### config.mk
export PLATFORM = sky130hd
export DESIGN_NAME = bus_fault_capture
export DESIGN_NICKNAME = d
export VERILOG_FILES = /design/src/rtl/bfc_pkg.sv /design/src/rtl/bfc_ctrl.sv /design/src/rtl/bfc_channel.sv /design/src/rtl/bfc_read_mux.sv /design/src/rtl/bus_fault_capture.sv
export SDC_FILE = /design/constraint.sdc
export NUM_CORES = 1
export LEC_CHECK = 0
export ABC_CLOCK_PERIOD_IN_PS = 1500
export CAP_MARGIN = 10
export CORE_UTILIZATION = 30
export CTS_BUF_LIST = sky130_fd_sc_hd__clkbuf_2 sky130_fd_sc_hd__clkbuf_4 sky130_fd_sc_hd__clkbuf_8
export CTS_CLUSTER_DIAMETER = 200
export DETAILED_ROUTE_END_ITERATION = 16
export PLACE_DENSITY = 0.65
export RECOVER_POWER = 100
export SLEW_MARGIN = 20
export SYNTH_ARGS = -nofsm -noshare
export SYNTH_HDL_FRONTEND = slang
export SYNTH_SLANG_ARGS = --single-unit
export TNS_END_PERCENT = 30
### constraint.sdc
create_clock -name clk -period 1.5 [get_ports clk]
set_input_delay 0.15 -clock clk [delete_from_list [all_inputs] [get_ports clk]]
set_output_delay 0.15 -clock clk [all_outputs]
set_load 0.005 [all_outputs]
### src/rtl/bfc_pkg.sv
package bfc_pkg;

    localparam int NUM_CH = 3;
    localparam int REG_W  = 32;

    typedef enum logic [1:0] {
        CH_IFETCH = 2'd0,
        CH_DATA   = 2'd1,
        CH_SYS    = 2'd2
    } chan_e;

    localparam logic [7:0] OFF_STATUS = 8'h0C;
    localparam logic [7:0] OFF_ENABLE = 8'h10;

    // Byte offset of the stored address of channel idx.
    function automatic logic [7:0] chan_off(input int idx);
        return 8'(idx * 4);
    endfunction

    typedef struct packed {
        logic status_clr;
        logic en_wr;
        logic en_val;
    } wr_cmd_t;

endpackage

### src/rtl/bfc_ctrl.sv
module bfc_ctrl
    import bfc_pkg::*;
#(
    parameter int REG_AW = 5
) (
    input  logic              clk,
    input  logic              rst,
    input  logic [REG_AW-1:0] reg_addr,
    input  logic              reg_we,
    input  logic [REG_W-1:0]  reg_wdata,
    output wr_cmd_t           cmd,
    output logic              en_q
);

    always_comb begin
        cmd            = '0;
        cmd.status_clr = reg_we && (8'(reg_addr) == OFF_STATUS);
        cmd.en_wr      = reg_we && (8'(reg_addr) == OFF_ENABLE);
        cmd.en_val     = reg_wdata[0];
    end

    always_ff @(posedge clk) begin
        if (rst) begin
            en_q <= 1'b0;
        end else if (cmd.en_wr) begin
            en_q <= cmd.en_val;
        end
    end

    assert_en_wr_R10: assert property (@(posedge clk) disable iff (rst)
        (reg_we && 8'(reg_addr) == OFF_ENABLE) |=> (en_q == $past(reg_wdata[0])));

    assert_en_keep_R10: assert property (@(posedge clk) disable iff (rst)
        !(reg_we && 8'(reg_addr) == OFF_ENABLE) |=> $stable(en_q));

endmodule

### src/rtl/bfc_channel.sv
module bfc_channel #(
    parameter int ADDR_W = 32
) (
    input  logic              clk,
    input  logic              rst,
    input  logic              en,
    input  logic              clr,
    input  logic              fault,
    input  logic [ADDR_W-1:0] bus_addr,
    output logic              flag_q,
    output logic [ADDR_W-1:0] addr_q
);

    logic take;
    assign take = en && fault && !flag_q && !clr;

    always_ff @(posedge clk) begin
        if (rst) begin
            flag_q <= 1'b0;
            addr_q <= '0;
        end else if (clr) begin
            flag_q <= 1'b0;
        end else if (take) begin
            flag_q <= 1'b1;
            addr_q <= bus_addr;
        end
    end

    assert_rst_R1: assert property (@(posedge clk)
        rst |=> (!flag_q && addr_q == '0));

    assert_gate_R2: assert property (@(posedge clk) disable iff (rst)
        (!en && !flag_q) |=> (!flag_q && $stable(addr_q)));

    assert_capture_R3: assert property (@(posedge clk) disable iff (rst)
        (en && fault && !flag_q && !clr) |=> (flag_q && addr_q == $past(bus_addr)));

    assert_hold_R4: assert property (@(posedge clk) disable iff (rst)
        flag_q |=> $stable(addr_q));

    assert_clear_R6: assert property (@(posedge clk) disable iff (rst)
        clr |=> (!flag_q && $stable(addr_q)));

endmodule

### src/rtl/bfc_read_mux.sv
module bfc_read_mux
    import bfc_pkg::*;
#(
    parameter int ADDR_W = 32,
    parameter int REG_AW = 5
) (
    input  logic              [REG_AW-1:0] reg_addr,
    input  logic              [NUM_CH-1:0] flags,
    input  logic              [ADDR_W-1:0] addrs [NUM_CH],
    input  logic                           en_q,
    output logic              [REG_W-1:0]  rdata
);

    always_comb begin
        rdata = '0;
        for (int i = 0; i < NUM_CH; i++) begin
            if (8'(reg_addr) == chan_off(i)) begin
                rdata[ADDR_W-1:0] = addrs[i];
            end
        end
        if (8'(reg_addr) == OFF_STATUS) begin
            rdata[NUM_CH-1:0] = flags;
        end
        if (8'(reg_addr) == OFF_ENABLE) begin
            rdata[0] = en_q;
        end
    end

endmodule

### src/rtl/bus_fault_capture.sv
module bus_fault_capture
    import bfc_pkg::*;
#(
    parameter int ADDR_W = 32,
    parameter int REG_AW = 5
) (
    input  logic              clk,
    input  logic              rst,
    input  logic [2:0]        flt_valid,
    input  logic [ADDR_W-1:0] flt_addr_ifetch,
    input  logic [ADDR_W-1:0] flt_addr_data,
    input  logic [ADDR_W-1:0] flt_addr_sys,
    input  logic [REG_AW-1:0] reg_addr,
    input  logic              reg_we,
    input  logic [31:0]       reg_wdata,
    output logic [31:0]       reg_rdata
);

    wr_cmd_t           cmd;
    logic              en_q;
    logic [ADDR_W-1:0] bus_addr [NUM_CH];
    logic [ADDR_W-1:0] cap_addr [NUM_CH];
    logic [NUM_CH-1:0] flags;

    assign bus_addr[CH_IFETCH] = flt_addr_ifetch;
    assign bus_addr[CH_DATA]   = flt_addr_data;
    assign bus_addr[CH_SYS]    = flt_addr_sys;

    bfc_ctrl #(.REG_AW(REG_AW)) u_ctrl (
        .clk       (clk),
        .rst       (rst),
        .reg_addr  (reg_addr),
        .reg_we    (reg_we),
        .reg_wdata (reg_wdata),
        .cmd       (cmd),
        .en_q      (en_q)
    );

    for (genvar g = 0; g < NUM_CH; g++) begin : g_chan
        bfc_channel #(.ADDR_W(ADDR_W)) u_chan (
            .clk      (clk),
            .rst      (rst),
            .en       (en_q),
            .clr      (cmd.status_clr),
            .fault    (flt_valid[g]),
            .bus_addr (bus_addr[g]),
            .flag_q   (flags[g]),
            .addr_q   (cap_addr[g])
        );
    end

    bfc_read_mux #(.ADDR_W(ADDR_W), .REG_AW(REG_AW)) u_rmux (
        .reg_addr (reg_addr),
        .flags    (flags),
        .addrs    (cap_addr),
        .en_q     (en_q),
        .rdata    (reg_rdata)
    );

    assert_ro_R9: assert property (@(posedge clk) disable iff (rst)
        (reg_we && 8'(reg_addr) < OFF_STATUS && flt_valid == '0)
        |=> ($stable(cap_addr[0]) && $stable(cap_addr[1]) && $stable(cap_addr[2])));

    assert_clear_all_R5: assert property (@(posedge clk) disable iff (rst)
        (reg_we && 8'(reg_addr) == OFF_STATUS) |=> (flags == '0));

endmodule

# Word level (Yosys, flattened, before mapping)

Index checks and enable logic that the tools add are counted.

Equal/unequal tests: 4
Muxes and demuxes: 5
Bitwise gates (word level): 1
Reductions and logical operators: 20

Operator list:

| cell                 | number |
|---|---|
| $mux W32             | 3 |
| $logic_and A1 B1 Y1  | 11 |
| $eq A5 B4 Y1 const B | 2 |
| $reduce_and A2 Y1    | 3 |
| $eq A5 B3 Y1 const B | 1 |
| $eq A5 B5 Y1 const B | 1 |
| $logic_not A5 Y1     | 1 |
| $logic_not A1 Y1     | 4 |
| $mux W3              | 1 |
| $reduce_or A2 Y1     | 1 |
| $mux W1              | 1 |
| $not A1 Y1           | 1 |

Flip-flop bits (word level): 100
Bits of input ports: 139

# Logic depth before layout (Yosys ltp)

Gate-level depths: netlist of the first run.

Word-level depth: 6
Mapped depth: 7
Gate-level depth less buffers: 4

# Modules after synthesis

From an unflattened synthesis of the first run, not the netlist that was laid out.

Cells, all modules: 564
Area total of the unflattened synthesis: 5320.1 um^2

Modules (own cells, without submodules):

| module       | instances | cells an instance | area each (um^2) | seq. area each (um^2) |
|---|---|---|---|---|
| bfc_channel  | 3         | 143               | 1502.7           | 660.6 |
| bfc_read_mux | 1         | 126               | 718.2            | 0.0 |
| bfc_ctrl     | 1         | 9                 | 93.8             | 20.0 |

# Least setup slack after synthesis of the first run

Ideal clock, no wire load.

Path kind: input port to flip-flop
From: input reg_addr[3]
To: register g_chan[2].u_chan.addr_q[3]
Arrival time: 1.250 ns
Data required time: 1.368 ns
Setup slack: 0.118 ns
Cell stages on the path: 7
Buffers on the path: 3
Cell sequence: buf_6 > and3b_1 > buf_6 > a311o_1 > buf_2 > nand2_1 > a21oi_1

Longest elaborated chain between the ends: 5
Elaborated cells on any way between the ends: 6

Ends and longest elaborated chain:

| element                       | line                    | RTL |
|---|---|---|
| start: declaration            | bus_fault_capture.sv:13 | `input logic [REG_AW-1:0] reg_addr,` |
| $eq A5 B4 Y1 *                | bfc_ctrl.sv:17          | `cmd.status_clr = reg_we && (8'(reg_addr) == OFF_STATUS);` |
| $logic_and A1 B1 Y1 *         | bfc_ctrl.sv:17          |  |
| $logic_not A1 Y1              | bfc_channel.sv:15       | `assign take = en && fault && !flag_q && !clr;` |
| $logic_and A1 B1 Y1           | bfc_channel.sv:15       |  |
| $reduce_and A2 Y1 (no line) * | n/a                     |  |
| end signal: assignment        | bfc_channel.sv:25       | `addr_q <= bus_addr;` |
| end: declaration              | bfc_channel.sv:11       | `output logic [ADDR_W-1:0] addr_q` |

Every way passes the cells marked *; elsewhere a longest branch is shown, timed or not.
A chain may end at the register's enable or synchronous reset.

# Worst setup path after layout of the first run

From: register g_chan[1].u_chan.flag_q
To: output reg_rdata[1]

Longest elaborated chain between the ends: 1

Ends and longest elaborated chain:

| element                  | line                    | RTL |
|---|---|---|
| start: declaration       | bfc_channel.sv:10       | `output logic flag_q,` |
| start signal: assignment | bfc_channel.sv:19       | `flag_q <= 1'b0;` |
| start signal: assignment | bfc_channel.sv:22       | `flag_q <= 1'b0;` |
| start signal: assignment | bfc_channel.sv:24       | `flag_q <= 1'b1;` |
| $mux W3                  | bfc_read_mux.sv:21      | `if (8'(reg_addr) == OFF_STATUS) begin` |
| end: declaration         | bus_fault_capture.sv:16 | `output logic [31:0] reg_rdata` |

No other way between the ends.

==> run summary, run 1 <==
Status -> finished, violations left
Violated checks -> setup timing
Max Cap Violations -> 0
Initial Util -> 30.7%
TritonCTS clock tree -> built
Routed len/inst -> 15.6 um
Cell taking the most area after synthesis -> dfxtp_1
Clock buffer count from CTS -> 9
Full die area -> 15,400 um^2
Insertion delay to the later sink of the worst-skew pair -> 0.38 ns
Clk_skew -> 0.0104 ns
Port Buffers -> 139
Antenna Nets Post-Route -> 0
Fin. max-slew vios -> 0
Critical Path Source Type -> flip-flop
PnR Total Power -> 5.05 mW
DRC -> 0
WS Path Type -> flip-flop to output pin
Async SR Flop Fraction -> 0%
# IOs -> 171
Post-Syn Nets -> 727
Vias in the first global route -> 4,316
EDFF count, synth -> 0
Synth Area in Compound Gates -> 17.5%
Final WL -> 14,600 um
N_diodes -> 0
Mapped Cells -> 588
Largest cells by area after synthesis -> dfxtp_1, nand2_1, a21oi_1
Critical Path End Type -> output pin
Worst path slowest cell -> mux4_2
Clock Root Buffer -> clkbuf_8
First drt pass iteration count -> 4
Synth Area in Simple Gates -> 23.3%
Min-delay worst type -> primary input to flip-flop
Leak -> 2.39 nW
Endpoints failing hold -> 0
XOR/XNOR Fraction of Synth Area -> 0%
Total gr overflow -> 0
Cell row count -> 44
Post-DP HPWL -> 9330 um
Non-filler cells, final -> 936
GP Congestion -> 0.799
CTS H-tree lvls -> 3
Share of cells above drive strength 1 -> 20.2%
Fin Setup TNS -> -0.179 ns
Synth cell types -> 24
Via count -> 4,490
Layout Nets -> 887
Vias/cell -> 4.80
RSZ-0062 raised after global routing -> true
Util after Layout -> 45.5%
Largest net degree at the start of global routing -> 101
Worst-Margin Slew -> 0.523 ns
Die Wd -> 124 um
Final period util -> 105%
Adder-cell share of the synthesized area -> 0%
Total track usage -> 19.4%
Post-synthesis mux area share -> 7.75%
Share of the synthesized area in the top cell type -> 44.9%
Cells after DPL -> 905
VDD IR max -> 471 uV
Predominant post-synthesis flop cell -> dfxtp_1
Max incr delay on CP -> 0.47 ns
Flops & latches, synth -> 100
WP data arrival -> 1.43 ns
Main combinational cell family by area after synthesis -> simple AND/OR/NAND/NOR gates
Synthesis-to-layout area growth -> 48.3%
First-pass GRT wire length -> 22,200 um
Final setup vio count -> 3
Syn Area/Cell -> 7.58 um^2
Die Ht -> 124 um
DRT iter0 DRCs -> 240
Fmax -> 634 MHz
CP cell instances -> mux4_2 -> nor2b_4 -> buf_2
Req. time, crit path -> 1.35 ns
Initial antenna violation count -> 0
Pwr dens -> 764 nW/um^2
Sequential share of the synthesized area -> 44.9%
Post-Syn Area -> 4460 um^2
Slew headroom -> 65.1%
Dpl cell area -> 6240 um^2
Crit path max fanout -> 2
Design area -> 6610 um^2
Worst slack, placed -> -0.671 ns
Min cycle time layout -> 1.58 ns
CORE AREA -> 14,500 um^2
Clk slew on worst S/H paths -> 0.10 ns
Max clock buf depth -> 2
Warnings, synthesis -> 0
CTS Sinks -> 100
Fin worst setup slack -> -0.0775 ns
Hold_ws -> 0.302 ns
-- report_power, final --
group	internal, mW	switching, mW	total, mW
registers	2.66	0.00388	2.66
logic	0.368	0.240	0.608
clock network	0.851	0.927	1.78
total	3.88	1.17	5.05
-- worst max-delay path, delay by kind of cell, from the launching register on --
kind	cells	cell delay, ns
buf+inv	1	0.11
flops	1	0.34
mux	1	0.47
simple gates	1	0.14
-- area by class of cell --
cell class	instances	area [um^2]
Clock buffer	11	151
Clock inverter	4	48.8
Fill cell	1520	7920
Inverter	2	7.51
Multi-Input combinational cell	439	2320
Sequential cell	100	2010
Tap cell	184	230
Timing Repair Buffer	196	1840
-- what timing repair did --
action | in CTS | in global routing
setup endpoints to repair | 128 | 127
resized for setup | 166 | 18
pin swaps | 19 | 5
hold buffers | 0 | 0
gates cloned | 3 | 1
buffers inserted | 11 | 2
-- flip-flops by register name (all words and copies together), names as in the netlist --
name and count:
g_chan.u_chan.addr_q 96, u_ctrl.en_q 1, g_chan.u_chan.flag_q 3
-- cell usage after synthesis (all sizes together) (2+ instances only) --
master	instances
nand2	195
a21oi	128
dfxtp	100
nor2	62
mux2i	30
buf	27
clkbuf	20
nor2b	4
nor3	4
a311o	3
a311oi	3
inv	2
mux4	2
-- routing by layer --
metal | wire [um] | track usage, %
met4 | 272 | 6.32
met3 | 1040 | 5.13
met5 | 0 | 0
met2 | 7300 | 34.2
met1 | 5990 | 22.6
-- path summary, 6_finish.rpt --
check,startpoint,endpoint,slack [ns],cells past startpoint
worst max-delay path,g_chan[1].u_chan.flag_q,reg_rdata[1],-0.08,3
worst min-delay path,flt_addr_ifetch[6],g_chan[0].u_chan.addr_q[6],0.30,3
worst max register to register,u_ctrl.en_q,g_chan[2].u_chan.addr_q[21],0.10,5
worst min register to register,g_chan[0].u_chan.addr_q[19],g_chan[0].u_chan.addr_q[19],0.46,2
-- cell families after synthesis --
family / Yosys count
compound gates: 138
buf+inv: 49
flops: 100
mux: 32
simple gates: 269
-- placed cells by master (no fill, tap or decap), drive strengths merged --
master         count
a41oi              1
dlygate4sd2        2
nand2            195
clkdlybuf4s25      1
nor3               4
mux2i             30
a22oi              1
inv                2
and3b              1
dfxtp            100
and3               1
a22o               1
clkbuf            21
bufinv             1
a311oi             3
a311o              3
nor2              62
clkdlybuf4s50    101
nor2b              4
clkinv             3
buf               82
mux4               2
nand4              1
or3                1
a21oi            128
o22ai              1
(Power assumes the default switching activity.)
==> inputs of run 2 (changes only) <==
CORE_UTILIZATION = 41   (was 30)
PLACE_DENSITY = 0.83   (was 0.65)
==> run 2 against run 1 <==
Against the previous run: the run still ends with setup timing left; combinational power fell by 5.3%; total power decreased by 1.5%; sequential share of layout area rose by 1.1 points; setup slack better by 0.020 ns; clock power is 3% lower; final cell count shrank 6.4%; fmax grew 1.3%; count of clock-buffer cells in the layout is the same; critical path type unchanged; largest cell class unchanged; highest routed layer unchanged.
==> run summary, run 2 (synthesis gave the netlist of run 1 again) <==
Vias/cell -> 5.21 (+8.7%)
Cell row count -> 37 (-16%)
Initial Util -> 42.8% (+12 points)
Final WL -> 13,900 um (-4.9%)
Die Ht -> 106 um (-14%)
N_diodes -> 0 (unchanged)
Layout Nets -> 874 (-1.5%)
Via count -> 4,567 (+1.7%)
CTS Hold Bufs -> 0 (unchanged)
Worst slack, placed -> -0.578 ns (+0.0935 ns)
Total gr overflow -> 0 (unchanged)
Violated checks -> setup timing
RSZ-0062 raised after global routing -> true
Status -> finished, violations left
Endpoints failing hold -> 0 (unchanged)
Design area -> 6380 um^2 (-3.5%)
Fin. max-slew vios -> 0 (unchanged)
Req. time, crit path -> 1.35 ns (about the same)
Slew headroom -> 69.9% (+4.7 points)
Pwr dens -> 780 nW/um^2 (+2.1%)
Min-delay worst type -> primary input to flip-flop
Cells after DPL -> 850 (-6.1%)
Share of cells above drive strength 1 -> 18.4% (-1.8 points)
# IOs -> 171 (unchanged)
Min cycle time layout -> 1.56 ns (-0.0203 ns)
Crit path max fanout -> 2 (unchanged)
Clock Root Buffer -> clkbuf_8
VDD IR max -> 635 uV (+35%)
Total track usage -> 24.6% (+5.3 points)
TritonCTS clock tree -> built
Synthesis-to-layout area growth -> 43.0%
Antenna Nets Post-Route -> 0 (unchanged)
WS Path Type -> flip-flop to output pin
DRT iter0 DRCs -> 233 (-2.9%)
PnR Total Power -> 4.97 mW (-1.5%)
Leak -> 2.28 nW (-4.5%)
WP data arrival -> 1.41 ns (-0.02 ns)
Port Buffers -> 139 (unchanged)
Fin Setup TNS -> -0.119 ns (+0.0598 ns)
Full die area -> 11,300 um^2 (-26%)
Most frequent cells in the layout -> nand2_1, a21oi_1, clkdlybuf4s50_1
Vias in the first global route -> 4,616 (+7.0%)
GP Congestion -> 0.868 (+8.7%)
Routed len/inst -> 15.9 um (+1.6%)
Max clock buf depth -> 2 (unchanged)
Largest net degree at the start of global routing -> 47 (-53%)
Final period util -> 104% (-1.4 points)
Largest register FFs -> 96 (unchanged)
Final setup vio count -> 3 (unchanged)
CORE AREA -> 10,400 um^2 (-28%)
Worst-Margin Slew -> 0.452 ns (-0.0710 ns)
Clk_skew -> 0.00941 ns (-0.00101 ns)
Post-DP HPWL -> 9350 um (+0.20%)
Util after Layout -> 61.2% (+16 points)
CTS Sinks -> 100 (unchanged)
Most common cell after layout, fill and taps aside -> nand2_1
Hold_ws -> 0.171 ns (-0.131 ns)
Max Cap Violations -> 0 (unchanged)
First drt pass iteration count -> 5 (+1)
Die Wd -> 106 um (-14%)
Biggest register -> g_chan.u_chan.addr_q
Fill count -> 864 (-43%)
CTS H-tree lvls -> 3 (unchanged)
Fin worst setup slack -> -0.0572 ns (+0.0203 ns)
Critical Path Source Type -> flip-flop
Dpl cell area -> 6050 um^2 (-3.1%)
First-pass GRT wire length -> 21,800 um (-1.6%)
Largest regs -> g_chan.u_chan.addr_q (96), g_chan.u_chan.flag_q (3), u_ctrl.en_q (1)
Insertion delay to the later sink of the worst-skew pair -> 0.35 ns (-0.03 ns)
DRC -> 0 (unchanged)
Clk slew on worst S/H paths -> 0.10 ns (about the same)
Critical Path End Type -> output pin
Fmax -> 642 MHz (+1.3%)
Initial antenna violation count -> 0 (unchanged)
Non-filler cells, final -> 876 (-6.4%)
Clock buffer count from CTS -> 9 (unchanged)
-- run 2: layout make-up --
| cell class | count | area [um^2] | share of cell area, % |
|---|---|---|---|
| Tap cell | 136 | 170 | 2.67 |
| Timing Repair Buffer | 183 | 1700 | 26.6 |
| Sequential cell | 100 | 2010 | 31.5 |
| Clock inverter | 5 | 60.1 | 0.942 |
| Clock buffer | 11 | 139 | 2.18 |
| Multi-Input combinational cell | 439 | 2290 | 36.0 |
| Inverter | 2 | 7.51 | 0.118 |
-- run 2: timing repair --
action | CTS | global route
buffers inserted | 7 | 0
gates resized for setup | 178 | 24
pin swaps | 22 | 4
cloned | 3 | 0
endpoints found under the hold margin | 0 | 0
endpoints found under the setup margin | 128 | 47
-- run 2: worst max-delay path, stage by stage (launching register included) --
cell	delay, ns
dfxtp_2	0.33
mux4_2	0.46
nor2b_1	0.15
buf_2	0.12
-- run 2: power breakdown --
part | switching [mW] | internal [mW]
clock | 0.916 | 0.816
sequential | 0.00400 | 2.66
combinational | 0.231 | 0.345
-- run 2: routing by layer --
metal,track usage [%],up-vias,share of wire [%]
met3,3.19,40,6.3
met5,0,-,0
met4,12.6,0,4.4
li1,-,2225,-
met1,27.9,2107,39
met2,44.9,195,51
-- run 2: final timing paths --
path / startpoint / end / slack, ns / depth (start not counted)
hold reg to reg: g_chan[0].u_chan.addr_q[29] / g_chan[0].u_chan.addr_q[29] / 0.46 / 2
setup / recovery: g_chan[1].u_chan.flag_q / reg_rdata[1] / -0.06 / 3
hold / removal: rst / g_chan[2].u_chan.addr_q[6] / 0.17 / 2
setup reg to reg: u_ctrl.en_q / g_chan[0].u_chan.addr_q[0] / 0.02 / 5
